File: src/rtl/qif_pkg.sv
package qif_pkg;
  typedef enum logic [1:0] {
    PH_I_POS = 2'd0,
    PH_Q_POS = 2'd1,
    PH_I_NEG = 2'd2,
    PH_Q_NEG = 2'd3
  } qif_phase_e;
endpackage

File: src/rtl/qif_phase_ctr.sv
module qif_phase_ctr
  import qif_pkg::*;
(
  input  logic       clk,
  input  logic       rst_n,
  input  logic       adv,
  output qif_phase_e phase
);
  always_ff @(posedge clk) begin
    if (!rst_n)   phase <= PH_I_POS;
    else if (adv) phase <= qif_phase_e'(phase + 2'd1);
  end
endmodule

File: src/rtl/qif_sat_neg.sv
module qif_sat_neg #(
  parameter int W = 16
) (
  input  logic signed [W-1:0] a,
  output logic signed [W-1:0] y
);
  localparam logic signed [W-1:0] MOST_NEG = {1'b1, {(W-1){1'b0}}};
  localparam logic signed [W-1:0] MOST_POS = {1'b0, {(W-1){1'b1}}};
  always_comb y = (a == MOST_NEG) ? MOST_POS : -a;
endmodule

File: src/rtl/qif_term_sel.sv
module qif_term_sel
  import qif_pkg::*;
#(
  parameter int W = 16
) (
  input  qif_phase_e          phase,
  input  logic signed [W-1:0] i_s,
  input  logic signed [W-1:0] q_s,
  output logic signed [W-1:0] term
);
  localparam int NCH = 2;
  logic signed [W-1:0] src [NCH];
  logic signed [W-1:0] neg [NCH];

  assign src[0] = i_s;
  assign src[1] = q_s;

  for (genvar c = 0; c < NCH; c++) begin : g_neg
    qif_sat_neg #(.W(W)) u_neg (.a(src[c]), .y(neg[c]));
  end

  always_comb begin
    unique case (phase)
      PH_I_POS: term = src[0];
      PH_Q_POS: term = src[1];
      PH_I_NEG: term = neg[0];
      PH_Q_NEG: term = neg[1];
      default:  term = src[0];
    endcase
  end
endmodule

File: src/rtl/qif_out_reg.sv
module qif_out_reg #(
  parameter int W = 16
) (
  input  logic                clk,
  input  logic                rst_n,
  input  logic                load,
  input  logic signed [W-1:0] d,
  output logic                vld,
  output logic signed [W-1:0] q
);
  always_ff @(posedge clk) begin
    if (!rst_n) begin
      vld <= 1'b0;
      q   <= '0;
    end else begin
      vld <= load;
      if (load) q <= d;
    end
  end
endmodule

File: src/rtl/qif_combiner.sv
module qif_combiner
  import qif_pkg::*;
#(
  parameter int DATA_W = 16
) (
  input  logic                     clk,
  input  logic                     rst_n,
  input  logic                     in_valid,
  output logic                     in_ready,
  input  logic signed [DATA_W-1:0] in_i,
  input  logic signed [DATA_W-1:0] in_q,
  output logic                     out_valid,
  output logic signed [DATA_W-1:0] out_data
);
  qif_phase_e                phase_q;
  logic signed [DATA_W-1:0]  term;
  logic                      accept;

  always_ff @(posedge clk) begin
    if (!rst_n) in_ready <= 1'b0;
    else        in_ready <= 1'b1;
  end

  assign accept = in_valid & in_ready;

  qif_phase_ctr u_phase (
    .clk   (clk),
    .rst_n (rst_n),
    .adv   (accept),
    .phase (phase_q)
  );

  qif_term_sel #(.W(DATA_W)) u_sel (
    .phase (phase_q),
    .i_s   (in_i),
    .q_s   (in_q),
    .term  (term)
  );

  qif_out_reg #(.W(DATA_W)) u_out (
    .clk   (clk),
    .rst_n (rst_n),
    .load  (accept),
    .d     (term),
    .vld   (out_valid),
    .q     (out_data)
  );
endmodule

File: config.mk
export PLATFORM = sky130hd
export DESIGN_NAME = qif_combiner
export DESIGN_NICKNAME = d
export VERILOG_FILES = /design/src/rtl/qif_pkg.sv /design/src/rtl/qif_phase_ctr.sv /design/src/rtl/qif_sat_neg.sv /design/src/rtl/qif_term_sel.sv /design/src/rtl/qif_out_reg.sv /design/src/rtl/qif_combiner.sv
export SDC_FILE = /design/constraint.sdc
export NUM_CORES = 1
export LEC_CHECK = 0
export ABC_CLOCK_PERIOD_IN_PS = 3900
export CAP_MARGIN = 20
export CORE_AREA = 2 2 64 66
export DETAILED_ROUTE_END_ITERATION = 16
export DIE_AREA = 0 0 66 68
export GPL_TIMING_DRIVEN = 0
export PLACE_DENSITY = 0.95
export SLEW_MARGIN = 20
export SYNTH_ARGS = -nofsm -noshare
export SYNTH_HDL_FRONTEND = slang
export SYNTH_SLANG_ARGS = --single-unit
File: constraint.sdc
create_clock -name clk -period 3.9 [get_ports clk]
set_input_delay 0.78 -clock clk [delete_from_list [all_inputs] [get_ports clk]]
set_output_delay 0.78 -clock clk [all_outputs]
set_load 0.02 [all_outputs]
-- Word-level counts from Yosys, hierarchy flattened
Index checks and enable logic that the tools add are counted.
- register bits after elaboration: 20
- input port bits: 35
- output and inout bits: 18
- logic and storage cells: 18
- $add $sub $neg: 3
- eq/ne operators: 5
- mux-type cells: 4
- bitwise operators: 1
- reductions and logical operators: 1
- operators with widths (operator ; count):
    $pmux W16 S4 ; 1
    $eq A16 B16 Y1 const B ; 2
    $mux W16 ; 2
    $neg A16 Y16 ; 2
    $eq A2 B2 Y1 const B ; 2
    $add A2 B1 Y2 const B ; 1
    $eq A2 B1 Y1 const B ; 1
    $logic_not A2 Y1 ; 1
    $and A1 B1 Y1 ; 1
    $mux W1 ; 1

-- Logic depth before layout (Yosys ltp)
- depth in word-level cells: 3
- gate-level depth with buffers: 9
- depth with buffers taken out: 8

-- Hierarchy
Synthesis repeated with hierarchy kept, for this count alone.
- cell total of the unflattened synthesis: 203
- area total of the unflattened synthesis: 1958.1 sq um
- by module, submodules not included (module ; instances ; cells an instance ; area each (sq um) ; seq. area each (sq um)):
    qif_sat_neg ; 2 ; 60 ; 392.9 ; 0.0
    qif_out_reg ; 1 ; 53 ; 643.1 ; 340.3
    qif_term_sel ; 1 ; 20 ; 424.2 ; 0.0
    qif_phase_ctr ; 1 ; 8 ; 78.8 ; 40.0
    qif_combiner ; 1 ; 2 ; 26.3 ; 20.0

-- Least setup slack after synthesis
OpenSTA, ideal clock, no wires.
- path kind: input to register
- start: input port in_q[0]
- end: register u_out.q[10]
- library setup time: 0.117 ns
- arrival: 2.273 ns
- required time: 3.783 ns
- setup slack: 1.510 ns
- cell stages on the path: 8
- buffers on the path: 0
- path through: inv_1 -> ha_1 -> nor3b_2 -> nand2_1 -> or4_1 -> a311oi_1 -> o32ai_1 -> a22o_1
- longest elaborated chain between the ends: 3
- elaborated cells on any way between the ends: 4
- classes of those cells: add/sub: 1; eq/ne: 1; mux: 2
- RTL lines (item ; line ; text):
    start, declared ; qif_combiner.sv:11 ; input logic signed [DATA_W-1:0] in_q,
    $neg A16 Y16 / $eq A16 B16 Y1 (equally long branches) ; qif_sat_neg.sv:9 ; always_comb y = (a == MOST_NEG) ? MOST_POS : -a;
    $mux W16 * ; qif_sat_neg.sv:9 ;
    $pmux W16 S4 * ; qif_term_sel.sv:23 ; unique case (phase)
    end signal, assigned ; qif_out_reg.sv:14 ; q <= '0;
    end signal, assigned ; qif_out_reg.sv:17 ; if (load) q <= d;
    end, declared ; qif_out_reg.sv:9 ; output logic signed [W-1:0] q
Every way passes the cells marked *; elsewhere a longest branch is shown, timed or not.
A chain may end at the register's enable or synchronous reset.

-- Worst setup path after layout
Same ends and word-level chain as after synthesis.

==> results.sh <==
export IMPL_synth_top_cell_area_share=0.212
export IMPL_ant_nets=0
export IMPL_dp_hpwl_mm=4.43
export IMPL_status="finished, final reports clean"
export IMPL_clkSinkCount=20
export IMPL_grt_start_max_net_pins=12
export IMPL_drc=0
export IMPL_pin_count=53
export IMPL_gp_congestion=0.935
export IMPL_ys_warn_count=0
export IMPL_max_freq_mhz=332
export IMPL_synth_area_per_cell_um2=7.83
export IMPL_antenna_cells=0
export IMPL_grt_pass1_wl_mm=9.13
export IMPL_clk_latency_ps=270
export IMPL_critPathMaxStageDelay_ps=500
export IMPL_grt_use_total=0.266
export IMPL_post_cts_buffers=0
export IMPL_synth_fp_nets=282
export IMPL_synth_main_ff_cell="dfxtp_1"
export IMPL_vias_per_cell=6.26
export IMPL_synth_area_top_cells="dfxtp_1 (21%), o21ai_0 (6.4%), a21o_1 (4.0%)"
export IMPL_vias=2166
export IMPL_cpLargestDelayFamily="simple AND/OR/NAND/NOR gates"
export IMPL_setup_viol_count_final=0
export IMPL_end_kind="flop"
export IMPL_synth_seq_area_share=0.212
export IMPL_cts_hold_buffers=0
export IMPL_p_leak_uw=0.000921
export IMPL_cts_repair_resized=0
export IMPL_cap_violations=0
export IMPL_finalNetCount=338
export IMPL_synth_enable_flop_cells=0
export IMPL_area_growth_pct=33.3
export IMPL_crit_required_ps=4070
export IMPL_wl_mm=5.83
export IMPL_root_buffer="clkbuf_8"
export IMPL_design_die_area_mm2=0.00449
export IMPL_routedWlPerCell_um=16.9
export IMPL_synth_top_area_cell="dfxtp_1"
export IMPL_die_y_um=68
export IMPL_clkTransAtPathRegs_ps=80
export IMPL_ys_ff_latch=20
export IMPL_clk_path_buf_depth=2
export IMPL_htreeDepth=1
export IMPL_finalHoldViolCount=0
export IMPL_antenna_found_initial=0
export IMPL_slew_violations=0
export IMPL_core_mm2=0.00386
export IMPL_critPathLaunchType="input port"
export IMPL_io_buffers=51
export IMPL_path_buf_inv=2
export IMPL_drive_gt1_frac=0.0811
export IMPL_die_w_um=66
export IMPL_finalSetupTns_ps=0
export IMPL_synth_commonest_cells="o21ai_0 (24), dfxtp_1 (20), nand2_1 (20), nor2_1 (12)"
export IMPL_drt_initial_drc_count=204
export IMPL_criticalPathCategory="input port to flop"
export IMPL_finalCritPeriodShare=0.773
export IMPL_globalRouteOverflowTotal=0
export IMPL_synth_area_mm2=0.00189
export IMPL_arrival_ps=3180
export IMPL_ir_drop_uv=251
export IMPL_cts_made_buffers=3
export IMPL_min_period_ps=3010
export IMPL_fin_skew_ps=2.42
export IMPL_netlist_instances=241
export IMPL_hp_class="flop to flop"
export IMPL_dp_cells=342
export IMPL_tightest_slew_ps=627
export IMPL_async_flop_share=0
export IMPL_yosysMostFrequentCell="o21ai_0"
export IMPL_core_rowCount=23
export IMPL_cpMaxStageDelayCell="clkdlybuf4s50_1"
export IMPL_first_pass_iters=5
export IMPL_p_per_area_mw_per_mm2=243
export IMPL_worstPathCellList="clkdlybuf4s50_1 -> inv_1 -> ha_1 -> nor3b_2 -> nand2_1 -> or4_1 -> a311oi_1 -> o32ai_1 -> a22o_1"
export IMPL_grt_pass1_vias=1877
export IMPL_cts_tree="built"
export IMPL_start_util=0.489
export IMPL_final_cell_count_no_fill=346
export IMPL_path_max_fanout=6
export IMPL_final_core_util=0.652
export IMPL_rsz0062_at_grt="false"
export IMPL_ys_types=63
export IMPL_max_slew_margin=0.577
==> where the power goes <==
group | internal (µW) | leakage (µW) | switching (µW) | total (µW)
Sequential | 218 | 0.000164 | 9.17 | 227
Combinational | 98.2 | 0.000728 | 115 | 214
Clock | 90.2 | 0.0000288 | 79.1 | 169
==> cell usage in the layout (no fill, tap or decap), drive strengths merged, types with 4 or more instances in the layout <==
cell	count
o21ai	25
a21oi	7
and2	5
ha	6
a21o	10
nor3	12
a31oi	11
nand2	20
clkdlybuf4s50	51
xnor2	6
nand3	9
nor2	12
dfxtp	20
clkbuf	14
or3	5
nor4	8
mux2i	5
inv	9
o211ai	4
or4	4
==> cell families (layout without fill, tap and decap cells) <==
family	after synthesis	in the layout	share of synthesized area
buffers and inverters	23	78	0.0617
and+or+nand+nor	94	94	0.316
AOI/OAI and AO/OA	84	84	0.302
muxes	5	5	0.0265
xor gates and xnor gates	9	9	0.0418
DFF	20	20	0.212
adders and majority gates	6	6	0.0398
==> sequential cells by signal, indices dropped and copies added (netlist names) <==
signal and cells:
in_ready 1, u_out.q 16, u_phase.phase 2, u_out.vld 1
==> layout make-up <==
class,instances,area [µm²]
Tap cell,50,62.6
Sequential cell,20,400
Timing Repair Buffer,51,510
Clock buffer,4,55.1
Fill cell,352,1340
Multi-Input combinational cell,198,1370
Inverter,9,33.8
Buffer,14,82.6
==> metal layers <==
| metal | routed length (µm) | vias to the layer above | global-route usage | part of all wire |
|---|---|---|---|---|
| met1 | 2510 | 999 | 0.332 | 0.43 |
| met3 | 424 | 17 | 0.0477 | 0.073 |
| met2 | 2730 | 111 | 0.457 | 0.47 |
| met5 | 0 | - | 0 | 0 |
| met4 | 170 | 0 | 0.105 | 0.029 |
| li1 | - | 1039 | - | - |
==> stage by stage <==
step	hold slack (ps)	instance area, µm²	worst slack (ps)	total power [µW]
after global placement	431	2460	697	437
final	460	2510	886	610
after detailed placement	443	2460	679	440
after CTS	456	2510	954	605
after global routing	487	2510	720	631
after floorplan	476	1890	1510	335
==> path summary, 6_finish.rpt <==
check / from / to / slack, ps / cells after the start
worst max-delay path: in_q[0] / u_out.q[10]$_SDFFE_PN0P_ / 890 / 9
worst min-delay path: u_out.q[2]$_SDFFE_PN0P_ / u_out.q[2]$_SDFFE_PN0P_ / 460 / 1
worst max register to register: u_phase.phase[1]$_SDFFE_PN0P_ / u_out.q[9]$_SDFFE_PN0P_ / 1720 / 8
worst min register to register: u_out.q[2]$_SDFFE_PN0P_ / u_out.q[2]$_SDFFE_PN0P_ / 460 / 1
(Power assumes the default switching activity.)
